<file path="src/rtl/llsc_pkg.sv">
package llsc_pkg;
  typedef enum logic [2:0] {
    K_LOAD    = 3'd0,
    K_STORE   = 3'd1,
    K_LL      = 3'd2,
    K_SC      = 3'd3,
    K_LRMW_RD = 3'd4,
    K_LRMW_WR = 3'd5,
    K_RMW_RD  = 3'd6,
    K_FLUSH   = 3'd7
  } cmp_kind_e;

  typedef struct packed {
    logic ll;
    logic sc;
    logic wr_other;
    logic lrmw_rd;
    logic lrmw_wr;
  } kind_dec_t;
endpackage

</file>
<file path="src/rtl/llsc_kind_decode.sv">
module llsc_kind_decode
  import llsc_pkg::*;
(
  input  logic [2:0] kind_i,
  output kind_dec_t  dec_o
);
  cmp_kind_e kind;
  assign kind = cmp_kind_e'(kind_i);

  always_comb begin
    dec_o          = '0;
    dec_o.ll       = (kind == K_LL);
    dec_o.sc       = (kind == K_SC);
    dec_o.lrmw_rd  = (kind == K_LRMW_RD);
    dec_o.lrmw_wr  = (kind == K_LRMW_WR);
    // write-class kinds that only cancel a matching reservation
    dec_o.wr_other = (kind == K_STORE) | (kind == K_RMW_RD) | (kind == K_FLUSH)
                   | (kind == K_LRMW_RD) | (kind == K_LRMW_WR);
  end
endmodule

</file>
<file path="src/rtl/llsc_resv_store.sv">
module llsc_resv_store
  import llsc_pkg::*;
#(
  parameter int unsigned LINE_W = 26,
  parameter int unsigned PID_W  = 4
) (
  input  logic              clk_i,
  input  logic              rst_ni,
  input  logic              act_i,
  input  kind_dec_t         dec_i,
  input  logic [LINE_W-1:0] line_i,
  input  logic [PID_W-1:0]  pid_i,
  input  logic              present_i,
  input  logic              snp_valid_i,
  input  logic [LINE_W-1:0] snp_line_i,
  output logic              lock_me_o,
  output logic              valid_o,
  output logic [LINE_W-1:0] line_o,
  output logic [PID_W-1:0]  pid_o
);
  logic              valid_q;
  logic [LINE_W-1:0] line_q;
  logic [PID_W-1:0]  pid_q;
  logic snp_hit, eff_valid, line_hit, set_en, clr_en;

  always_comb begin
    snp_hit   = snp_valid_i & valid_q & (snp_line_i == line_q);
    eff_valid = valid_q & ~snp_hit;
    line_hit  = eff_valid & (line_i == line_q);
    lock_me_o = line_hit & (pid_i == pid_q);
    set_en    = act_i & dec_i.ll;
    // SC drops any reservation on its line; other writes only the own one
    clr_en    = act_i & ((dec_i.sc & line_hit) |
                         (dec_i.wr_other & present_i & lock_me_o));
  end

  always_ff @(posedge clk_i or negedge rst_ni) begin
    if (!rst_ni) begin
      valid_q <= 1'b0;
      line_q  <= '0;
      pid_q   <= '0;
    end else if (set_en) begin
      valid_q <= 1'b1;
      line_q  <= line_i;
      pid_q   <= pid_i;
    end else begin
      valid_q <= eff_valid & ~clr_en;
    end
  end

  assign valid_o = valid_q;
  assign line_o  = line_q;
  assign pid_o   = pid_q;
endmodule

</file>
<file path="src/rtl/llsc_resp_reg.sv">
module llsc_resp_reg
  import llsc_pkg::*;
#(
  parameter int unsigned LINE_W = 26
) (
  input  logic              clk_i,
  input  logic              rst_ni,
  input  logic              valid_i,
  input  logic              bypass_i,
  input  kind_dec_t         dec_i,
  input  logic              lock_me_i,
  input  logic [LINE_W-1:0] line_i,
  output logic              rsp_valid_o,
  output logic              rsp_success_o,
  output logic              rsp_extra_o,
  output logic              block_o,
  output logic              unblock_o,
  output logic [LINE_W-1:0] blk_line_o
);
  logic succ_d;
  assign succ_d = ~(dec_i.sc & ~bypass_i & ~lock_me_i);

  always_ff @(posedge clk_i or negedge rst_ni) begin
    if (!rst_ni) begin
      rsp_valid_o   <= 1'b0;
      rsp_success_o <= 1'b0;
      rsp_extra_o   <= 1'b0;
      block_o       <= 1'b0;
      unblock_o     <= 1'b0;
      blk_line_o    <= '0;
    end else begin
      rsp_valid_o   <= valid_i;
      rsp_success_o <= valid_i & succ_d;
      rsp_extra_o   <= valid_i & dec_i.sc & succ_d;
      block_o       <= valid_i & dec_i.lrmw_rd;
      unblock_o     <= valid_i & dec_i.lrmw_wr;
      if (valid_i & (dec_i.lrmw_rd | dec_i.lrmw_wr)) blk_line_o <= line_i;
    end
  end
endmodule

</file>
<file path="src/rtl/llsc_monitor.sv">
module llsc_monitor
  import llsc_pkg::*;
#(
  parameter int unsigned LINE_W = 26,
  parameter int unsigned PID_W  = 4
) (
  input  logic              clk_i,
  input  logic              rst_ni,
  input  logic              bypass_i,
  input  logic              cmp_valid_i,
  input  logic [2:0]        cmp_kind_i,
  input  logic [LINE_W-1:0] cmp_line_i,
  input  logic [PID_W-1:0]  cmp_pid_i,
  input  logic              cmp_present_i,
  input  logic              snoop_valid_i,
  input  logic [LINE_W-1:0] snoop_line_i,
  output logic              rsp_valid_o,
  output logic              rsp_success_o,
  output logic              rsp_extra_o,
  output logic              block_o,
  output logic              unblock_o,
  output logic [LINE_W-1:0] blk_line_o,
  output logic              resv_valid_o,
  output logic [LINE_W-1:0] resv_line_o,
  output logic [PID_W-1:0]  resv_pid_o
);
  kind_dec_t dec;
  logic      lock_me;
  logic      act;

  assign act = cmp_valid_i & ~bypass_i;

  llsc_kind_decode i_dec (
    .kind_i (cmp_kind_i),
    .dec_o  (dec)
  );

  llsc_resv_store #(.LINE_W(LINE_W), .PID_W(PID_W)) i_resv (
    .clk_i       (clk_i),
    .rst_ni      (rst_ni),
    .act_i       (act),
    .dec_i       (dec),
    .line_i      (cmp_line_i),
    .pid_i       (cmp_pid_i),
    .present_i   (cmp_present_i),
    .snp_valid_i (snoop_valid_i),
    .snp_line_i  (snoop_line_i),
    .lock_me_o   (lock_me),
    .valid_o     (resv_valid_o),
    .line_o      (resv_line_o),
    .pid_o       (resv_pid_o)
  );

  llsc_resp_reg #(.LINE_W(LINE_W)) i_resp (
    .clk_i         (clk_i),
    .rst_ni        (rst_ni),
    .valid_i       (cmp_valid_i),
    .bypass_i      (bypass_i),
    .dec_i         (dec),
    .lock_me_i     (lock_me),
    .line_i        (cmp_line_i),
    .rsp_valid_o   (rsp_valid_o),
    .rsp_success_o (rsp_success_o),
    .rsp_extra_o   (rsp_extra_o),
    .block_o       (block_o),
    .unblock_o     (unblock_o),
    .blk_line_o    (blk_line_o)
  );
endmodule

</file>
<file path="config.mk">
export PLATFORM = sky130hd
export DESIGN_NAME = llsc_monitor
export DESIGN_NICKNAME = d
export VERILOG_FILES = /design/src/rtl/llsc_pkg.sv /design/src/rtl/llsc_kind_decode.sv /design/src/rtl/llsc_resv_store.sv /design/src/rtl/llsc_resp_reg.sv /design/src/rtl/llsc_monitor.sv
export SDC_FILE = /design/constraint.sdc
export NUM_CORES = 1
export LEC_CHECK = 0
export BUFFER_PORTS_ARGS = -buffer_cell sky130_fd_sc_hd__buf_4
export CAP_MARGIN = 30
export CELL_PAD_IN_SITES_DETAIL_PLACEMENT = 0
export CELL_PAD_IN_SITES_GLOBAL_PLACEMENT = 1
export CORE_ASPECT_RATIO = 1.25
export CORE_MARGIN = 2
export CORE_UTILIZATION = 34
export CTS_CLUSTER_SIZE = 12
export DETAILED_ROUTE_END_ITERATION = 16
export PLACE_DENSITY_LB_ADDON = 0.12
export RECOVER_POWER = 50
export SKIP_LAST_GASP = 1
export SLEW_MARGIN = 20
export SYNTH_ARGS = -nofsm -noshare
export SYNTH_HDL_FRONTEND = slang
export SYNTH_HIERARCHICAL = 1
export SYNTH_SLANG_ARGS = --single-unit
</file>
<file path="constraint.sdc">
create_clock -name clk_i -period 1.7 [get_ports clk_i]
set_input_delay 0.255 -clock clk_i [delete_from_list [all_inputs] [get_ports clk_i]]
set_output_delay 0.255 -clock clk_i [all_outputs]
set_load 0.01 [all_outputs]
</file>
==> metrics.md, run 1 <==
| Metric | Value |
|---|---|
| Initial antenna violation count | 0 |
| Routed WL | 8290 µm |
| Htree depth | 3 |
| Min-delay src | cmp_valid_i |
| Crit path time final | a little over 2 ns |
| Syn_nets | 285 |
| Clk_lat worst skew | 0.34 ns |
| Post-layout nets | 466 |
| Multi-input logic area | 0.00154 mm² |
| Final setup TNS | -0.623 ns |
| Total GRT Usage | 0.178 |
| R2r startpoint | i_resv/line_o[4] |
| Slew @ Worst Pin | between 0.8 and 0.9 ns |
| CTS Buffer Depth | 2 |
| Via count | 2,342 |
| Max stage delay on crit path | 0.45 ns |
| Placed cell area | 0.00455 mm² |
| Post-synth cell types | 29 |
| Max Slew Vio Count | 0 |
| Share of layout cells above drive strength 1 | 0.636 |
| Design Power | 5.24 mW |
| Vias in the first global route | 2,472 |
| Cell Chain, Critical Path | xor2_1 > nor4_2 > buf_4 > nand4_1 > or4_4 > nor4b_4 > nor2_1 > a21boi_1 |
| Worst setup EP type | register |
| Fmax | roughly 500 MHz |
| Dpl cells | 509 |
| Total global routing overflow | 0 |
| Cell Rows | 38 |
| Hold worst-path end | i_resp/rsp_valid_o |
| Routed vias/inst | about 4.5 |
| Starting Density | 0.352 |
| CP required | 1.96 ns |
| Yosys warns | 6 |
| Flops & latches, synth | 62 |
| Area of the core | 0.00880 mm² |
| Tightest Hold Check Type | in2reg |
| Met1 WL | about 3400 µm |
| Clock sink total | 62 |
| Clock tree from TritonCTS | yes |
| Fin crit share | 1.20 |
| Top sig layer | met4 |
| Pwr Density | 1110 mW/mm² |
| R2R Setup Slk | -0.34 ns |
| Failing checks | negative setup slack |
| Status | finished, violations left |
| First-pass GRT wire length | 13,100 µm |
| Largest net degree at the start of global routing | 34 |
| Crit path arrival time | approximately 2.3 ns |
| Initial DRC count | 60 |
| Placer Congestion | between 0.7 and 0.8 |
| Wirelength per Cell | ~16 µm |
| Clock slew at the register clock pins of the worst setup and hold paths | ~0.07 ns |
| Filler Cell Count | 800 |
| CP max FO | 2 |
| Fin. Hold Viols | 0 |
| Die ar. | 0.00990 mm² |
| IO Pins | 127 |
| Residual DRC | 0 |
| Reg2reg end | i_resp/rsp_success_o |
| Rel. slew slack | 0.448 |
| Leakage | 2.32 nW |
| Critical path class | reg2reg |
| Startpoint Class | register |
| Die Width | about 89 µm |
| Storage element area | 0.00155 mm² |
| Final instance area | 0.00474 mm² |
| Syn_area_per_cell | 14.1 µm² |
| Peak supply drop | 0.000419 V |
| Netlist Area Pre-Place | 0.00310 mm² |
| Post-synth EDFFs | 0 |
| Top_reg_cell synth | dfrtp_1 |
| Antenna-violating nets left | 0 |
| RSZ-0062 raised after global routing | true |
| I/O Buffers | 126 |
| Met2 wire length | 4310 µm |
| Worst Setup Slack, final | -0.336 ns |
| Routed met3 length | 410 µm |
| Die height | 111 µm |
| Crit-path slowest cell | or4_4 |
| Final Util | 0.538 |
| Crit path launch | i_resv/line_o[4] |
| Post-DP HPWL | about 6400 µm |
| Final non-filler cell total | ~520 |
| Clock root buffer | clkbuf_8 |
| Total of max-cap violations | 0 |
| Final setup viols | 2 |
| FF-to-FF path depth | 8 |
| Worst Skew | 0.00495 ns |
| CTS Buf Count | 9 |
| Hold Path Depth | 1 |
| # diodes | 0 |
| Async SR Flop Fraction | 1.00 |
| Syn Inst Count | 220 |
| Area delta synth->final | 52.7% |
| Register area share after synthesis | 0.500 |
| Number of iterations in the first detailed-routing pass | 4 |
-- where the power goes --
| group | internal, mW | switching [mW] |
|---|---|---|
| Combinational | 1.22 | 0.815 |
| Clock | 0.631 | 0.554 |
| Sequential | 1.79 | 0.219 |
| Total | 3.65 | 1.59 |
-- routing by layer --
metal	up-vias	track usage
met1	1130	0.222
met4	0	0.0756
met3	12	0.0343
li1	1131	-
met2	69	0.292
met5	-	0
-- kinds of logic (layout without fill, tap and decap cells) --
| family | count (synthesis) | count (layout) | synth area share |
|---|---|---|---|
| AO/OA/AOI/OAI | 5 | 5 | 0.0170 |
| XOR/XNOR | 56 | 56 | 0.158 |
| flip-flops | 62 | 62 | 0.500 |
| buffers and inverters | 7 | 191 | 0.0157 |
| AND/OR/NAND/NOR | 34 | 34 | 0.0811 |
| multiplexers | 56 | 56 | 0.228 |
-- cell usage in the layout, fill, tap and decap left out, types with 9 or more instances in the layout --
| master | instances |
|---|---|
| mux2_2 | 36 |
| xnor2_1 | 29 |
| xor2_1 | 25 |
| clkbuf_8 | 12 |
| nand4_1 | 9 |
| buf_4 | 169 |
| dfrtp_1 | 62 |
| mux2_4 | 20 |
-- area by class of cell --
type | instances | area share
sequential | 62 | 0.328
tap | 120 | 0.0317
clock buffer | 13 | 0.0357
timing repair buffer | 175 | 0.278
clock inverter | 1 | 0.00106
multi-input combinational | 151 | 0.324
inverter | 2 | 0.00159
-- synthesized netlist by cell type, types with 2 or more instances --
master	number	share of area
buf_8	2	0.0097
clkbuf_1	3	0.0036
dfrtp_1	62	0.50
mux2_2	36	0.13
mux2_4	20	0.097
nand2_1	3	0.0036
nand4_1	9	0.018
nor2_1	3	0.0036
nor3_1	2	0.0032
nor3b_2	2	0.0081
nor4_1	6	0.012
xnor2_1	31	0.088
xor2_1	25	0.071
-- worst max-delay path, delay by kind of cell (launching register included) --
family	cells	cell delay [ns]
AO/OA/AOI/OAI	1	0.12
XOR/XNOR	1	0.18
buffers and inverters	1	0.15
flip-flops	1	0.39
AND/OR/NAND/NOR	5	1.12
-- how the worst max path moves through the flow --
stage                      endpoint  cells after the start
6_report       i_resp/rsp_success_o                      8
2_1_floorplan  i_resp/rsp_success_o                      7
5_1_grt        i_resp/rsp_success_o                      8
3_3_place_gp   i_resp/rsp_success_o                      8
4_1_cts        i_resp/rsp_success_o                      8
3_5_place_dp   i_resp/rsp_success_o                      8
-- state kept, by name, summed over array words and instances (netlist names) --
signal / cells
i_resp/block_o: 1
i_resp/rsp_extra_o: 1
i_resv/line_o: 26
i_resp/blk_line_o: 26
i_resp/rsp_success_o: 1
i_resp/rsp_valid_o: 1
i_resp/unblock_o: 1
i_resv/pid_o: 4
i_resv/valid_o: 1
-- stage by stage --
stage / setup WS (ns) / hold slack [ns]
floorplan: -0.199 / -0.0406
global placement: -0.368 / 0.236
detailed placement: -0.415 / 0.236
CTS: -0.428 / 0.0791
global route: -0.509 / 0.0870
finish: -0.336 / 0.0954
-- what timing repair did --
action,CTS,global route
gates resized for setup,5,3
buffers inserted,0,1
pin swaps,15,5
endpoints found under the hold margin,32,0
hold buffers,1,0
endpoints found under the setup margin,3,3
(Power assumes the default switching activity.)
==> run 2, diff against run 1 <==
--- a/config.mk
+++ b/config.mk
@@ -11,7 +11,7 @@
 export CELL_PAD_IN_SITES_GLOBAL_PLACEMENT = 1
 export CORE_ASPECT_RATIO = 1.25
 export CORE_MARGIN = 2
-export CORE_UTILIZATION = 34
+export CORE_UTILIZATION = 33
 export CTS_CLUSTER_SIZE = 12
 export DETAILED_ROUTE_END_ITERATION = 16
 export PLACE_DENSITY_LB_ADDON = 0.12
@@ -20,5 +20,4 @@
 export SLEW_MARGIN = 20
 export SYNTH_ARGS = -nofsm -noshare
 export SYNTH_HDL_FRONTEND = slang
-export SYNTH_HIERARCHICAL = 1
 export SYNTH_SLANG_ARGS = --single-unit
==> run 2 against run 1 <==
The run now ends clean. Hold slack improved by 0.019 ns. Via count down 3.0%. Synthesized area fell by 4.8%. Clock-buffer cell count decreased by 1. Fmax grew 24%. Combinational power is 16% lower. Global-route usage decreased by 1.3 points. Worst setup slack better by 0.39 ns. Critical path depth decreased by 1. Critical path type unchanged. Critical endpoint is now i_resp.rsp_extra_o. Largest power group is now registers.
==> metrics.md, run 2 <==
| Metric | Value |
|---|---|
| Via count | 2,271 (-3.0%) |
| Startpoint Class | register |
| Buf/Inv on CP | 1 (unchanged) |
| Clk_lat worst skew | 0.34 ns (about the same) |
| R2R Setup Slk | 0.05 ns (+0.39 ns) |
| Most frequent cell after synthesis | dfrtp_1 |
| CTS Buf Count | 9 (unchanged) |
| Starting Density | 0.339 (-0.0131) |
| Number of iterations in the first detailed-routing pass | 4 (unchanged) |
| Syn_area_per_cell | 13.5 µm² (-4.3%) |
| Total GRT Usage | 0.165 (-0.0128) |
| Antenna-violating nets left | 0 (unchanged) |
| Netlist Area Pre-Place | 0.00295 mm² (-4.8%) |
| Clock sink total | 62 (unchanged) |
| Area of the core | 0.00870 mm² (-1.1%) |
| Hold Path Depth | 2 (+1) |
| Most frequent cells in the layout | 138 x buf_4, 62 x dfrtp_1, 54 x mux2_2 |
| Hold worst-path end | i_resp.block_o |
| Final setup TNS | 0 ns (+0.623 ns) |
| Initial antenna violation count | 0 (unchanged) |
| R2r startpoint | i_resv.line_o[7] |
| Rel. slew slack | 0.392 (-0.0558) |
| Worst Skew | 0.00839 ns (+0.00344 ns) |
| Largest net degree at the start of global routing | 32 (-5.9%) |
| Flops & latches, synth | 62 (unchanged) |
| Post-synth EDFFs | 0 (unchanged) |
| CTS Buffer Depth | 2 (unchanged) |
| Clock slew at the register clock pins of the worst setup and hold paths | 0.08 ns (about the same) |
| Share of layout cells above drive strength 1 | 0.597 (-0.0393) |
| RSZ-0062 raised after global routing | true |
| Reg2reg end | i_resp.rsp_extra_o |
| Min-delay src | cmp_kind_i[0] |
| Syn_nets | 284 (-0.35%) |
| Clock network fraction of design power | 0.294 (+0.068) |
| Crit path launch | i_resv.line_o[7] |
| First-pass GRT wire length | 11,600 µm (-11%) |
| Fmax | 608 MHz (+24%) |
| Setup repair bufs after CTS | 0 (unchanged) |
| Clock root buffer | clkbuf_8 |
| FF-to-FF path depth | 7 (-1) |
| Die Width | 88.6 µm (-0.90%) |
| Area leader, netlist | dfrtp_1 |
| Yosys warns | 0 (-6) |
| Leakage | 2.09 nW (-9.9%) |
| Area delta synth->final | 52.3% |
| Total of max-cap violations | 0 (unchanged) |
| Die height | 110 µm (-0.91%) |
| Clock tree from TritonCTS | yes |
| Synth top cells by count | 62 x dfrtp_1, 54 x mux2_2, 31 x xnor2_1, 25 x xor2_1, 10 x nand4_1 |
| Most frequent CP cell | nand4_1 |
| Cell Chain, Critical Path | buf_6 > xnor2_2 > nand4_1 > nor4_4 > nand4_1 > nand3b_1 > a211oi_2 |
| Peak supply drop | 0.000647 V (+55%) |
| Final setup viols | 0 (-2) |
| Cell Rows | 38 (unchanged) |
| Comb pwr share | 0.326 (-0.064) |
| Tightest Hold Check Type | in2reg |
| CP max FO | 3 (+1) |
| Crit path max-delay family | simple AND/OR/NAND/NOR gates |
| CP required | 1.92 ns (-0.04 ns) |
| Final Util | 0.517 (-0.0216) |
| Area contributors post-synth | dfrtp_1 53%, mux2_2 21%, xnor2_1 9.2%, xor2_1 7.4%, nand4_1 2.1% |
| Crit path time final | 1.65 ns (-0.391 ns) |
| Design Power | 5.26 mW (+0.50%) |
| Wirelength per Cell | 15.4 µm (-2.7%) |
| Critical path class | reg2reg |
| Status | finished, final reports clean |
| Vias in the first global route | 2,308 (-6.6%) |
| Pint | 3.75 mW (+2.9%) |
| Total global routing overflow | 0 (unchanged) |
| Routed WL | 7650 µm (-7.7%) |
| Initial DRC count | 51 (-15%) |
| Routed vias/inst | 4.57 (+2.2%) |
| Post-DP HPWL | 5980 µm (-6.8%) |
| # diodes | 0 (unchanged) |
| Max stage delay on crit path | 0.40 ns (-0.05 ns) |
| NetSw | 1.51 mW (-5.0%) |
| Max Slew Vio Count | 0 (unchanged) |
| Register area share after synthesis | 0.525 (+0.0250) |
| Placer Congestion | 0.720 (-3.7%) |
| Residual DRC | 0 (unchanged) |
| Top_reg_cell synth | dfrtp_1 |
| Fin crit share | 0.968 (-0.230) |
| Filler Cell Count | 800 (unchanged) |
| Crit path arrival time | 1.87 ns (-0.43 ns) |
| Share of the synthesized area in the top cell type | 0.525 (+0.0250) |
| Async SR Flop Fraction | 1.00 (unchanged) |
| Sw Share | 0.287 (-0.0165) |
| Post-layout nets | 437 (-6.2%) |
| Worst setup EP type | register |
| Commonest non-fill, non-tap cell in the layout | buf_4 |
| Htree depth | 3 (unchanged) |
| Crit-path slowest cell | dfrtp_1 |
| Fin. Hold Viols | 0 (unchanged) |
| Post-synth cell types | 21 (-28%) |
| Die ar. | 0.00973 mm² (-1.8%) |
| Sequential share of power | 0.380 (-0.004) |
| Slew @ Worst Pin | 0.912 ns (+0.0836 ns) |
| IO Pins | 127 (unchanged) |
| Syn Inst Count | 219 (-0.45%) |
| Pwr Density | 1170 mW/mm² (+5.8%) |
| I/O Buffers | 126 (unchanged) |
## run 2: cell types whose count changed after synthesis, moves of 3 or more
cell and change:
buf_2 +6, mux2_2 +18, mux2_4 -20, nor4_2 +3, clkbuf_1 -3
## run 2: metrics by stage
step | area, µm² | worst slack, ns | instances | hold WS (ns)
2_1_floorplan | 2950 | 0.221 | 219 | -0.0406
3_3_place_gp | 4210 | -0.0474 | 480 | 0.219
3_5_place_dp | 4210 | -0.112 | 480 | 0.222
4_1_cts | 4490 | 0.00745 | 497 | 0.0399
5_1_grt | 4500 | -0.103 | 497 | 0.0998
6_report | 4500 | 0.0546 | 497 | 0.114
## run 2: worst max-delay path by stage
| stage | endpoint | cells past startpoint |
|---|---|---|
| final | i_resp.rsp_extra_o | 7 |
| after global routing | i_resp.rsp_extra_o | 7 |
| after CTS | i_resp.rsp_extra_o | 6 |
| after detailed placement | i_resv.valid_o | 6 |
| after global placement | i_resp.rsp_extra_o | 7 |
| after floorplan | i_resp.rsp_extra_o | 5 |
## run 2: metal layers
| metal | wire length (µm) | up-vias | global-route usage | share of wire |
|---|---|---|---|---|
| li1 | - | 1078 | - | - |
| met1 | 3150 | 1102 | 0.195 | 0.41 |
| met2 | 3830 | 80 | 0.275 | 0.50 |
| met3 | 525 | 11 | 0.0511 | 0.069 |
| met4 | 139 | 0 | 0.0682 | 0.018 |
| met5 | 0 | - | 0 | 0 |
## run 2: cells by family after synthesis
| logic type | share of synthesized area |
|---|---|
| AOI/OAI and AO/OA | 0.0144 |
| xor gates and xnor gates | 0.166 |
| DFF | 0.525 |
| muxes | 0.214 |
| and+or+nand+nor | 0.0678 |
| buffers and inverters | 0.0127 |
## run 2: timing repair
action / in CTS / in global routing
hold endpoints to repair: 27 / 0
pin swaps: 3 / 9
endpoints found under the setup margin: 3 / 3
gates resized for setup: 6 / 6
hold buffers: 1 / 0
## run 2: final cells by class
class,instances,area [µm²],area share
tap,120,150,0.0334
clock inverter,4,95.1,0.0211
timing repair buffer,148,1120,0.248
multi-input combinational,149,1440,0.320
clock buffer,12,135,0.0301
sequential,62,1550,0.345
inverter,2,7.51,0.00167
## run 2: worst register-to-register path, delay by kind of cell (launching register included)
family | cells | cell delay [ns]
buf+inv | 1 | 0.13
flops | 1 | 0.40
xor+xnor | 1 | 0.11
compound gates | 1 | 0.07
simple gates | 4 | 0.82
## run 2: power groups by stage
| stage | logic [mW] | clock network [mW] | registers [mW] |
|---|---|---|---|
| 2_1_floorplan | 0.596 | 0 | 2.18 |
| 3_3_place_gp | 1.70 | 0 | 2.01 |
| 3_5_place_dp | 1.71 | 0 | 2.02 |
| 4_1_cts | 1.73 | 1.60 | 2.00 |
| 5_1_grt | 1.87 | 1.65 | 2.04 |
| 6_report | 1.72 | 1.55 | 2.00 |
==> run 3, diff against run 2 <==
--- a/config.mk
+++ b/config.mk
@@ -10,8 +10,8 @@
 export CELL_PAD_IN_SITES_DETAIL_PLACEMENT = 0
 export CELL_PAD_IN_SITES_GLOBAL_PLACEMENT = 1
 export CORE_ASPECT_RATIO = 1.25
-export CORE_MARGIN = 2
-export CORE_UTILIZATION = 33
+export CORE_MARGIN = 1
+export CORE_UTILIZATION = 34
 export CTS_CLUSTER_SIZE = 12
 export DETAILED_ROUTE_END_ITERATION = 16
 export PLACE_DENSITY_LB_ADDON = 0.12
@@ -20,4 +20,5 @@
 export SLEW_MARGIN = 20
 export SYNTH_ARGS = -nofsm -noshare
 export SYNTH_HDL_FRONTEND = slang
+export SYNTH_HIERARCHICAL = 1
 export SYNTH_SLANG_ARGS = --single-unit
==> run 3 against run 2 <==
The flow now finishes with violations (negative setup slack). Power rose by 2.1%. Sequential cell count did not move. Die area fell by 2.2%. Core utilization rose by 2.7 points. Clock skew rose by 0.0023 ns. Register-to-register slack got worse by 0.44 ns.
==> metrics.md, run 3 (same netlist as run 1, synthesis figures left out) <==
| Metric | Value |
|---|---|
| Most frequent cells in the layout | 171 x buf_4, 62 x dfrtp_1, 36 x mux2_2 |
| Clock sink total | 62 (unchanged) |
| Area of the core | 0.00875 mm² (+0.55%) |
| Failing checks | negative setup slack |
| First-pass GRT wire length | 12,200 µm (+5.1%) |
| Multi-input logic area | 0.00151 mm² (+5.1%) |
| Status | finished, violations left |
| Final setup viols | 3 (+3) |
| Fin crit share | 1.23 (+0.257) |
| Clock slew at the register clock pins of the worst setup and hold paths | 0.08 ns (about the same) |
| CTS Buf Count | 9 (unchanged) |
| CP max FO | 2 (-1) |
| Peak supply drop | 0.000528 V (-18%) |
| Total of max-cap violations | 0 (unchanged) |
| Die Width | 87.4 µm (-1.3%) |
| Vias in the first global route | 2,422 (+4.9%) |
| Residual DRC | 0 (unchanged) |
| Largest net degree at the start of global routing | 33 (+3.1%) |
| Total global routing overflow | 0 (unchanged) |
| Post-layout nets | 469 (+7.3%) |
| Clock tree from TritonCTS | yes |
| Via count | 2,346 (+3.3%) |
| Design Power | 5.37 mW (+2.1%) |
| Total GRT Usage | 0.176 (+0.0116) |
| I/O Buffers | 126 (unchanged) |
| Max Slew Vio Count | 0 (unchanged) |
| Slew @ Worst Pin | 0.831 ns (-0.0805 ns) |
| Rel. slew slack | 0.446 (+0.0536) |
| CTS Buffer Depth | 2 (unchanged) |
| # diodes | 0 (unchanged) |
| Storage element area | 0.00155 mm² (unchanged) |
| Final Util | 0.544 (+0.0271) |
| Clock root buffer | clkbuf_8 |
| Die height | 109 µm (-0.91%) |
| Area delta synth->final | 53.5% |
| Fin. Hold Viols | 0 (unchanged) |
| Die ar. | 0.00951 mm² (-2.2%) |
| Number of iterations in the first detailed-routing pass | 4 (unchanged) |
| Commonest non-fill, non-tap cell in the layout | buf_4 |
| Routed vias/inst | 4.43 (-2.9%) |
| Initial DRC count | 59 (+16%) |
| Crit path arrival time | 2.35 ns (+0.48 ns) |
| Worst setup EP type | register |
| Worst Skew | 0.0107 ns (+0.00226 ns) |
| IO Pins | 127 (unchanged) |
| Placer Congestion | 0.752 (+4.4%) |
| Share of layout cells above drive strength 1 | 0.636 (+0.0389) |
| Fmax | 480 MHz (-21%) |
| Routed WL | 8060 µm (+5.3%) |
| Htree depth | 3 (unchanged) |
| Critical path class | reg2reg |
| Clk_lat worst skew | 0.35 ns (about the same) |
| Crit path time final | 2.08 ns (+0.438 ns) |
| Final setup TNS | -0.856 ns (-0.856 ns) |
| RSZ-0062 raised after global routing | true |
| Startpoint Class | register |
| Initial antenna violation count | 0 (unchanged) |
| Post-DP HPWL | 6250 µm (+4.4%) |
| Starting Density | 0.354 (+0.0150) |
| Filler Cell Count | 852 (+6.5%) |
| Wirelength per Cell | 15.2 µm (-1.1%) |
| Tightest Hold Check Type | in2reg |
| Antenna-violating nets left | 0 (unchanged) |
| CP required | 1.96 ns (+0.04 ns) |
| Worst Setup Slack, final | -0.383 ns (-0.438 ns) |
| Cell Rows | 38 (unchanged) |
| Pwr Density | 1130 mW/mm² (-3.5%) |
| Leakage | 2.32 nW (+11%) |
run 3: changes by cell type in the layout (fill, tap and decap cells not counted), moves of 5 or more:
| cell | previous run | this run |
|---|---|---|
| buf_4 | 138 | 171 |
| xnor2_2 | 5 | 0 |
| mux2_2 | 54 | 36 |
| mux2_4 | 0 | 20 |
| xnor2_1 | 26 | 31 |
run 3: timing repair:
action / CTS / global route
pin swaps: 7 / 6
hold endpoints to repair: 31 / 0
hold buffers: 1 / 0
buffers inserted: 0 / 2
setup endpoints to repair: 3 / 3
resized for setup: 5 / 1
run 3: path summary, 6_finish.rpt:
| kind | start | end | slack (ns) | depth (start not counted) |
|---|---|---|---|---|
| max | i_resv/line_o[1] | i_resp/rsp_success_o | -0.38 | 8 |
| min reg2reg | i_resp/blk_line_o[19] | i_resp/blk_line_o[19] | 0.51 | 1 |
| max reg2reg | i_resv/line_o[1] | i_resp/rsp_success_o | -0.38 | 8 |
| min in group asynchronous | rst_ni | i_resp/blk_line_o[0] | 0.54 | 2 |
| min | cmp_valid_i | i_resp/rsp_valid_o | 0.09 | 1 |
| max in group asynchronous | rst_ni | i_resp/blk_line_o[20] | 0.20 | 3 |
run 3: area by class of cell:
class	instances	area share
multi-input combinational	151	0.318
tap	120	0.0316
inverter	2	0.00158
clock buffer	11	0.0297
clock inverter	5	0.0124
timing repair buffer	178	0.281
sequential	62	0.326
run 3: power breakdown:
part | internal (mW) | switching (mW) | total [mW]
sequential | 1.79 | 0.216 | 2.01
clock | 0.717 | 0.611 | 1.33
combinational | 1.23 | 0.803 | 2.04
total | 3.74 | 1.63 | 5.37
run 3: layer usage:
layer	vias up	share of wire	GRT usage
li1	1145	-	-
met2	75	0.51	0.299
met4	0	0.018	0.0738
met1	1114	0.41	0.213
met5	-	0	0
met3	12	0.057	0.0416
run 3: through the flow:
stage | worst slack (ns) | area (µm²) | cells | hold WS (ns)
2_1_floorplan | -0.199 | 3100 | 220 | -0.0406
3_3_place_gp | -0.365 | 4550 | 510 | 0.240
6_report | -0.383 | 4760 | 529 | 0.0857
3_5_place_dp | -0.454 | 4550 | 510 | 0.240
4_1_cts | -0.381 | 4780 | 527 | 0.0711
5_1_grt | -0.498 | 4760 | 529 | 0.0726
run 3: critical path, stage by stage, from the launching register on:
cell      delay (ns)
dfrtp_1         0.39
xor2_1          0.16
nor4_1          0.29
buf_4           0.17
nand4_1         0.11
or4_4           0.45
nor4b_2         0.22
nor2_1          0.08
a21boi_1        0.13
